===== config.mk =====
export PLATFORM = sky130hd
export DESIGN_NAME = mode_summary_reg
export DESIGN_NICKNAME = d
export VERILOG_FILES = /design/src/rtl/msr_pkg.sv /design/src/rtl/msr_rst_sync.sv /design/src/rtl/msr_src_select.sv /design/src/rtl/msr_mode_decode.sv /design/src/rtl/msr_size_decode.sv /design/src/rtl/mode_summary_reg.sv
export SDC_FILE = /design/constraint.sdc
export NUM_CORES = 1
export LEC_CHECK = 0
export BUFFER_PORTS_ARGS = -buffer_cell sky130_fd_sc_hd__buf_4
export CORE_ASPECT_RATIO = 0.75
export CORE_MARGIN = 4
export CORE_UTILIZATION = 43
export CTS_BUF_LIST = sky130_fd_sc_hd__clkbuf_16
export DETAILED_ROUTE_END_ITERATION = 7
export GPL_TIMING_DRIVEN = 0
export PLACE_DENSITY = 0.75
export SYNTH_ARGS = -nofsm -noshare
export SYNTH_HDL_FRONTEND = slang
export SYNTH_SLANG_ARGS = --single-unit

===== constraint.sdc =====
create_clock -name clk -period 0.8 [get_ports clk]
set_clock_uncertainty 0.1 [all_clocks]
set_input_delay 0.08 -clock clk [delete_from_list [all_inputs] [get_ports clk]]
set_output_delay 0.08 -clock clk [all_outputs]
set_load 0.05 [all_outputs]

===== src/rtl/msr_pkg.sv =====
package msr_pkg;
  localparam int DPL_W  = 2;
  localparam int SIZE_W = 2;
  localparam int SUB_W  = 3;

  typedef enum logic {
    MODE_LEGACY = 1'b0,
    MODE_LONG   = 1'b1
  } mode_e;

  typedef enum logic [SUB_W-1:0] {
    SUB_REAL   = 3'd0,
    SUB_V86    = 3'd1,
    SUB_PROT   = 3'd2,
    SUB_COMPAT = 3'd3,
    SUB_64     = 3'd4
  } submode_e;

  localparam logic [SIZE_W-1:0] SZ_16 = 2'd1;
  localparam logic [SIZE_W-1:0] SZ_32 = 2'd2;
  localparam logic [SIZE_W-1:0] SZ_64 = 2'd3;

  typedef struct packed {
    logic pe;
    logic pg;
  } ctl_bits_t;

  typedef struct packed {
    logic             long_b;
    logic             dsize;
    logic [DPL_W-1:0] dpl;
  } cs_attr_t;

  typedef struct packed {
    logic [SIZE_W-1:0] op_def;
    logic [SIZE_W-1:0] op_alt;
    logic [SIZE_W-1:0] addr_def;
    logic [SIZE_W-1:0] addr_alt;
    logic [SIZE_W-1:0] stack;
  } sizes_t;

  typedef struct packed {
    mode_e            mode;
    submode_e         sub;
    logic [DPL_W-1:0] cpl;
    logic             paging;
    logic             prot;
    sizes_t           sz;
  } summary_t;
endpackage


===== src/rtl/msr_rst_sync.sv =====
module msr_rst_sync #(
  parameter int STAGES = 2
) (
  input  logic clk,
  input  logic rst_n,
  output logic rst_sync_n
);
  logic [STAGES-1:0] chain_q;

  always_ff @(posedge clk or negedge rst_n) begin
    if (!rst_n) chain_q <= '0;
    else        chain_q <= {chain_q[STAGES-2:0], 1'b1};
  end

  assign rst_sync_n = chain_q[STAGES-1];
endmodule


===== src/rtl/msr_src_select.sv =====
module msr_src_select
  import msr_pkg::*;
(
  input  ctl_bits_t cur_ctl,
  input  cs_attr_t  cur_cs,
  input  logic      cur_ss_dsize,
  input  logic      wr_ctl,
  input  ctl_bits_t wr_ctl_val,
  input  logic      wr_cs,
  input  cs_attr_t  wr_cs_val,
  input  logic      wr_ss,
  input  logic      wr_ss_dsize,
  input  logic      refresh_req,
  input  logic      restore_req,
  output ctl_bits_t sel_ctl,
  output cs_attr_t  sel_cs,
  output logic      sel_ss_dsize,
  output logic      update
);
  // A write in flight replaces the stored value it targets.
  always_comb begin
    sel_ctl      = wr_ctl ? wr_ctl_val  : cur_ctl;
    sel_cs       = wr_cs  ? wr_cs_val   : cur_cs;
    sel_ss_dsize = wr_ss  ? wr_ss_dsize : cur_ss_dsize;
    update       = wr_ctl | wr_cs | wr_ss | refresh_req | restore_req;
  end
endmodule


===== src/rtl/msr_mode_decode.sv =====
module msr_mode_decode
  import msr_pkg::*;
(
  input  logic      lma,
  input  logic      vm,
  input  ctl_bits_t ctl,
  input  logic      cs_long,
  output mode_e     mode,
  output submode_e  sub
);
  always_comb begin
    if (lma) begin
      mode = MODE_LONG;
      sub  = cs_long ? SUB_64 : SUB_COMPAT;
    end else begin
      mode = MODE_LEGACY;
      if (!ctl.pe)  sub = SUB_REAL;
      else if (vm)  sub = SUB_V86;
      else          sub = SUB_PROT;
    end
  end
endmodule


===== src/rtl/msr_size_decode.sv =====
module msr_size_decode
  import msr_pkg::*;
(
  input  submode_e sub,
  input  logic     cs_dsize,
  input  logic     ss_dsize,
  output sizes_t   sz
);
  logic is64;

  always_comb begin
    is64 = (sub == SUB_64);

    if (is64 || cs_dsize) begin
      sz.op_def = SZ_32;
      sz.op_alt = SZ_16;
    end else begin
      sz.op_def = SZ_16;
      sz.op_alt = SZ_32;
    end

    if (is64) begin
      sz.addr_def = SZ_64;
      sz.addr_alt = SZ_32;
    end else if (cs_dsize) begin
      sz.addr_def = SZ_32;
      sz.addr_alt = SZ_16;
    end else begin
      sz.addr_def = SZ_16;
      sz.addr_alt = SZ_32;
    end

    if (is64)          sz.stack = SZ_64;
    else if (ss_dsize) sz.stack = SZ_32;
    else               sz.stack = SZ_16;
  end
endmodule


===== src/rtl/mode_summary_reg.sv =====
module mode_summary_reg
  import msr_pkg::*;
(
  input  logic       clk,
  input  logic       rst_n,
  input  logic       cur_lma,
  input  logic       cur_pe,
  input  logic       cur_pg,
  input  logic       cur_vm,
  input  logic       cur_cs_long,
  input  logic       cur_cs_dsize,
  input  logic [1:0] cur_cs_dpl,
  input  logic       cur_ss_dsize,
  input  logic       wr_ctl,
  input  logic       wr_ctl_pe,
  input  logic       wr_ctl_pg,
  input  logic       wr_cs,
  input  logic       wr_cs_long,
  input  logic       wr_cs_dsize,
  input  logic [1:0] wr_cs_dpl,
  input  logic       wr_ss,
  input  logic       wr_ss_dsize,
  input  logic       refresh_req,
  input  logic       restore_req,
  output logic       mode_o,
  output logic [2:0] submode_o,
  output logic [1:0] cpl_o,
  output logic       paging_o,
  output logic       prot_o,
  output logic [1:0] op_def_o,
  output logic [1:0] op_alt_o,
  output logic [1:0] addr_def_o,
  output logic [1:0] addr_alt_o,
  output logic [1:0] stack_o
);
  logic      rst_sync_n;
  ctl_bits_t sel_ctl;
  cs_attr_t  sel_cs;
  logic      sel_ss_dsize;
  logic      update;
  mode_e     nx_mode;
  submode_e  nx_sub;
  sizes_t    nx_sz;
  summary_t  sum_d, sum_q;

  msr_rst_sync #(.STAGES(2)) u_rst (
    .clk(clk), .rst_n(rst_n), .rst_sync_n(rst_sync_n)
  );

  msr_src_select u_sel (
    .cur_ctl     ('{pe: cur_pe, pg: cur_pg}),
    .cur_cs      ('{long_b: cur_cs_long, dsize: cur_cs_dsize, dpl: cur_cs_dpl}),
    .cur_ss_dsize(cur_ss_dsize),
    .wr_ctl      (wr_ctl),
    .wr_ctl_val  ('{pe: wr_ctl_pe, pg: wr_ctl_pg}),
    .wr_cs       (wr_cs),
    .wr_cs_val   ('{long_b: wr_cs_long, dsize: wr_cs_dsize, dpl: wr_cs_dpl}),
    .wr_ss       (wr_ss),
    .wr_ss_dsize (wr_ss_dsize),
    .refresh_req (refresh_req),
    .restore_req (restore_req),
    .sel_ctl     (sel_ctl),
    .sel_cs      (sel_cs),
    .sel_ss_dsize(sel_ss_dsize),
    .update      (update)
  );

  msr_mode_decode u_mode (
    .lma(cur_lma), .vm(cur_vm), .ctl(sel_ctl), .cs_long(sel_cs.long_b),
    .mode(nx_mode), .sub(nx_sub)
  );

  msr_size_decode u_size (
    .sub(nx_sub), .cs_dsize(sel_cs.dsize), .ss_dsize(sel_ss_dsize), .sz(nx_sz)
  );

  // Next-state assembly
  always_comb begin
    sum_d.mode   = nx_mode;
    sum_d.sub    = nx_sub;
    sum_d.cpl    = sel_cs.dpl;
    sum_d.paging = sel_ctl.pg;
    sum_d.prot   = sel_ctl.pe;
    sum_d.sz     = nx_sz;
  end

  // Summary register, loaded only on an update event
  always_ff @(posedge clk or negedge rst_sync_n) begin
    if (!rst_sync_n)  sum_q <= '0;
    else if (update)  sum_q <= sum_d;
  end

  assign mode_o     = sum_q.mode;
  assign submode_o  = sum_q.sub;
  assign cpl_o      = sum_q.cpl;
  assign paging_o   = sum_q.paging;
  assign prot_o     = sum_q.prot;
  assign op_def_o   = sum_q.sz.op_def;
  assign op_alt_o   = sum_q.sz.op_alt;
  assign addr_def_o = sum_q.sz.addr_def;
  assign addr_alt_o = sum_q.sz.addr_alt;
  assign stack_o    = sum_q.sz.stack;

  a_r13_hold_without_event: assert property (@(posedge clk) disable iff (!rst_sync_n)
    !$past(update) |-> $stable(sum_q));

  a_r2_sub64_is_long: assert property (@(posedge clk) disable iff (!rst_sync_n)
    (sum_q.sub == SUB_64) |-> (sum_q.mode == MODE_LONG));

  a_r3_unprotected_is_real: assert property (@(posedge clk) disable iff (!rst_sync_n)
    (sum_q.mode == MODE_LEGACY && !sum_q.prot) |-> (sum_q.sub == SUB_REAL));

  a_r5_sub64_operand: assert property (@(posedge clk) disable iff (!rst_sync_n)
    (sum_q.sub == SUB_64) |-> (sum_q.sz.op_def == SZ_32 && sum_q.sz.op_alt == SZ_16));

  a_r7_sub64_stack: assert property (@(posedge clk) disable iff (!rst_sync_n)
    (sum_q.sub == SUB_64) |-> (sum_q.sz.stack == SZ_64));

  a_r4_cpl_follows_cs: assert property (@(posedge clk) disable iff (!rst_sync_n)
    $past(update) |-> (sum_q.cpl == $past(sel_cs.dpl)));
endmodule


Yosys cells after proc, flatten, opt, wreduce, memory -nomap -nowiden
Cells that the tools add are included.
- $mul: 0
- $lt $le $gt $ge: 0
- divide/modulo/power cells: 0
- add/subtract/negate cells: 0
- shifts and indexed selects: 0
- reductions and logical operators: 1
- equal/unequal tests: 1
- muxes and demuxes: 13
- bitwise gates (word level): 4
- operator list (kind ; number):
    4-bit two-way mux ; 4
    3-bit two-way mux ; 3
    2-bit two-way mux ; 4
    1-bit bitwise OR ; 4
    3-bit equality test, second input constant ; 1
    1-bit two-way mux ; 2
    1-bit logical OR ; 1
- ROM bits: 0
- output and inout port bits: 18
- memories kept: 0
- bits in latches: 0
- register bits: 20
- input port bits: 23
- RAM bits: 0
- logic and storage cells: 30

Depth between registers and ports, before layout
- depth after elaboration: 6
- mapped depth: 6

Cells and area by module
A second synthesis with hierarchy kept.
- cell total of the unflattened synthesis: 69
- area total of the unflattened synthesis: 997.2 µm²
- modules (own cells, without submodules) (module ; times used ; area an instance (µm²) ; cells each):
    mode_summary_reg ; 1 ; 721.9 ; 38
    msr_src_select ; 1 ; 91.3 ; 10
    msr_size_decode ; 1 ; 78.8 ; 11
    msr_rst_sync ; 1 ; 53.8 ; 3
    msr_mode_decode ; 1 ; 51.3 ; 7

Worst setup path before layout
Ideal clock, no wire load.
- path kind: input-to-reg
- from: input wr_cs
- to: register sum_q (netlist bit prot_o)
- data required time: 575 ps
- slack: -901 ps
- cell stages on the path: 6
- data arrival time: 1476 ps
- path buffers: 3
- library setup time: 125 ps
- path through: buf_6 or4_4 buf_6 or2_4 buf_6 mux2_4
- cells in the longest elaborated chain, start to end: 4
- RTL lines (what ; line ; RTL):
    start, declared ; mode_summary_reg.sv:17 ; input logic wr_cs,
    1-bit bitwise OR (4 in a row) ; msr_src_select.sv:25 ; update = wr_ctl | wr_cs | wr_ss | refresh_req | restore_req;
    end signal, assigned ; mode_summary_reg.sv:90 ; else if (update) sum_q <= sum_d;
    end, declared ; mode_summary_reg.sv:44 ; summary_t sum_d, sum_q;
No other way between the ends.
A chain may end at the register's enable or synchronous reset.

Final worst setup path
- from: input refresh_req
- to: register sum_q (netlist bit prot_o)
- cells in the longest elaborated chain, start to end: 2
- RTL lines (what ; line ; RTL):
    start, declared ; mode_summary_reg.sv:23 ; input logic refresh_req,
    1-bit bitwise OR (2 in a row) ; msr_src_select.sv:25 ;
No other way between the ends.

==> flow_metrics.py <==
metrics = {
    "yosys": {
        "ys.flop_type": "dfrtp_1",
        "synth_area_um2": 763,
        "yosysWarnings": 0,
        "synth_edf_count": 0,
        "synth_largest_area_cell": "dfrtp_1",
        "yosys_register_bits": 16,
        "ys_types": 21,
        "synthTopCellsByArea": "dfrtp_1 (52%), mux2_2 (7.4%), mux2i_1 (6.6%)",
        "synth.top_cell.area_share": 0.525,
        "async_flop_share": 1.00,
        "syn_inst": 63,
        "yosysSeqAreaShare": 0.525,
        "syn-num-nets": 86,
        "synth.avg_cell_area_um2": 12.1,
    },
    "layout": {
        "final_layout_size_suffix_gt1_frac": 0.661,
        "area_growth_pct": 84.3,
        "num-fill-cells": 62,
        "regArea_um2": 404,
        "num-nets-final": 139,
        "antenna_cells": 0,
        "multi_input_area_um2": 335,
        "utilization": 0.892,
    },
    "setup_path": {
        "r2r_slack_ns": -0.19,
        "critPathBufInv": 2,
        "slowest_delay_ns": 0.55,
        "startpoint": "refresh_req",
        "path_depth": 5,
        "path_delay_family": "simple AND/OR/NAND/NOR gates",
        "cp_cell_sequence": "buf_6 > or4_4 > or2_4 > buf_8 > mux2_4",
        "r2r_start": "submode_o[1]$_DFFE_PN0P_",
        "end_kind": "register",
        "r2r_end": "submode_o[1]$_DFFE_PN0P_",
        "worstSetupStartpointType": "input port",
        "crit_fanout": 8,
        "critPathRequiredTime_ns": 0.83,
        "crit_end": "prot_o$_DFFE_PN0P_",
        "path_class": "input port to register",
        "crit_arrival_ns": 1.43,
        "crit_path_top_delay_cell": "or4_4",
        "rr_worst_depth": 3,
    },
    "timing": {
        "max_slew_margin": 0.589,
        "tns_ns": -11.47,
        "grt_setup_unrepaired": "true",
        "max_slew.worst_pin.slew_ns": 0.617,
        "slew_violations": 0,
        "period_share": 1.76,
        "period_minus_slack_ns": 1.40,
        "fmax_ghz": 0.712,
        "hold_violations": 0,
        "setup_viol": 32,
        "setup_ws_ns": -0.604,
    },
    "clock_network": {
        "cts.clk_slew.worst_paths_ns": 0.05,
        "cts_tree": "yes",
        "ctsRootBufferMaster": "clkbuf_16",
        "numCtsBuffers": 3,
        "ctsLongestPathBuffers": 2,
        "htreeDepth": 1,
        "clk_latency_ns": 0.24,
        "cts_sinks": 16,
    },
    "power_and_ir_drop": {
        "peakVddDrop_mv": 1.98,
        "p_switching_uw": 871,
        "power_frac_seq": 0.341,
        "p_leak_uw": 0.000656,
        "p_per_area_mw_per_mm2": 2010,
        "p_int_uw": 1950,
        "pwr-share-comb": 0.314,
        "pwr-share-clk": 0.345,
        "power.switching_fraction": 0.308,
    },
    "die": {
        "start_util": 0.484,
        "die_height_um": 44.5,
        "ios": 41,
        "core_area_mm2": 0.00158,
        "num_rows": 12,
        "die_area_mm2": 0.00252,
        "die_w_um": 56.6,
    },
    "job": {
        "cap_viol_max_count": 0,
    },
    "grt": {
        "grt_pass1_wl_um": 3740,
        "globalRouteMet2Util": 0.376,
        "met3_usage": 0.0554,
        "grt_antenna_before_repair": 0,
        "grt_max_degree": 15,
        "grt_util_met1": 0.208,
        "grt.total_usage": 0.194,
        "grt_remaining_overflow": 0,
        "busiest_layer": "met2",
        "grt_pass1_vias": 787,
    },
    "status": {
        "violations": "setup timing",
        "status": "complete, but fails checks",
    },
    "drt": {
        "drc": 0,
        "vias": 716,
        "dr.pass1.iters": 4,
        "viasPerCell": 5.26,
        "ant_nets": 0,
        "wirelength_um": 2470,
        "initialDrtViolationCount": 23,
        "wl_per_cell_um": 18.1,
    },
    "placed_design": {
        "post-dp-hpwl_um": 1340,
        "dp_slack_ns": -0.980,
        "gp_congestion": 0.798,
        "io_buffers": 38,
    },
    "min_path": {
        "hold_class": "input port to register",
    },
}
-- state kept, by name (all words and copies together) (netlist names) --
name,count
submode_o,3
cpl_o,2
stack_o,2
u_rst.chain_q,2
addr_alt_o,1
addr_def_o,1
mode_o,1
op_alt_o,1
op_def_o,1
paging_o,1
prot_o,1
-- how the worst min path moves through the flow --
stage | start | endpoint | slack [ns] | cells after the start
2_1_floorplan | rst_n | u_rst.chain_q[0]$_DFF_PN0_ | -0.32 | 0
3_3_place_gp | rst_n | u_rst.chain_q[0]$_DFF_PN0_ | -0.24 | 1
3_5_place_dp | rst_n | u_rst.chain_q[1]$_DFF_PN0_ | -0.24 | 1
4_1_cts | cur_lma | mode_o$_DFFE_PN0P_ | 0.004 | 2
5_1_grt | cur_lma | mode_o$_DFFE_PN0P_ | 0.02 | 2
6_report | cur_lma | mode_o$_DFFE_PN0P_ | 0.02 | 2
-- worst register-to-register path: stages (launching register included) --
cell	delay [ns]
dfrtp_1	0.40
buf_4	0.14
nor3_2	0.14
a31oi_1	0.08
-- cell usage after synthesis (2+ instances only) --
cell type and n:
a31oi_1 2, o2bb2ai_1 2, nor2_1 3, mux2i_1 5, buf_4 4, dfrtp_1 16
mux2_2 5, a21oi_1 3, o22a_1 3, mux2_4 2, nor3_1 5, nand2_1 2
buf_6 3
-- layout make-up --
type,count,share of cell area
Tap cell,21,0.0187
Clock inverter,1,0.00267
Clock buffer,3,0.0534
Inverter,1,0.00267
Sequential cell,16,0.287
Timing Repair Buffer,49,0.330
Buffer,7,0.0667
Multi-Input combinational cell,38,0.238
-- power groups by stage --
stage / registers (uW) / clock network (uW) / logic (uW)
floorplan: 1180 / 0 / 258
global placement: 956 / 0 / 722
detailed placement: 958 / 0 / 727
CTS: 957 / 971 / 830
global route: 972 / 1020 / 919
finish: 963 / 976 / 886
-- stage by stage --
step                power, uW  std cells  hold WS, ns  cell area (um^2)
floorplan                1430         63       -0.316               801
global placement         1680        122       -0.238              1110
detailed placement       1690        122       -0.236              1110
CTS                      2760        134      0.00421              1350
global route             2910        136       0.0161              1410
finish                   2820        136       0.0207              1410
-- timing repair --
| item | 4_1_cts | 5_1_grt |
|---|---|---|
| hold endpoints to repair | 2 | 0 |
| pin swaps | 4 | 7 |
| resized for setup | 27 | 8 |
| gates cloned | 0 | 0 |
| setup buffers | 8 | 2 |
| setup endpoints to repair | 32 | 46 |
| hold buffers | 1 | 0 |
-- metal layers --
metal,part of all wire,routed length [um],vias to the layer above
li1,-,-,326
met4,0.013,31,0
met1,0.40,995,345
met3,0.083,204,4
met2,0.50,1240,41
met5,0,0,-
-- kinds of logic (layout without fill, tap and decap cells) --
| logic type | after synthesis | in the layout | share of synthesized area |
|---|---|---|---|
| mux | 12 | 12 | 0.179 |
| compound gates | 12 | 12 | 0.108 |
| flops | 16 | 16 | 0.525 |
| buf+inv | 9 | 61 | 0.0934 |
| simple gates | 13 | 13 | 0.0902 |
| other cells | 1 | 1 | 0.00491 |
-- placed cells by master, fill, tap and decap left out, types with 2 or more instances in the layout --
cell type | Yosys | routed
a21oi_2 | 0 | 3
a31oi_1 | 2 | 2
buf_4 | 4 | 27
buf_6 | 3 | 17
buf_8 | 0 | 10
clkbuf_16 | 0 | 3
dfrtp_1 | 16 | 13
dfrtp_2 | 0 | 3
mux2_2 | 5 | 5
mux2_4 | 2 | 2
mux2i_1 | 5 | 5
nand2_1 | 2 | 2
nor2_1 | 3 | 2
nor3_1 | 5 | 4
o22a_1 | 3 | 3
No activity file was read; power rests on OpenSTA's default activity.
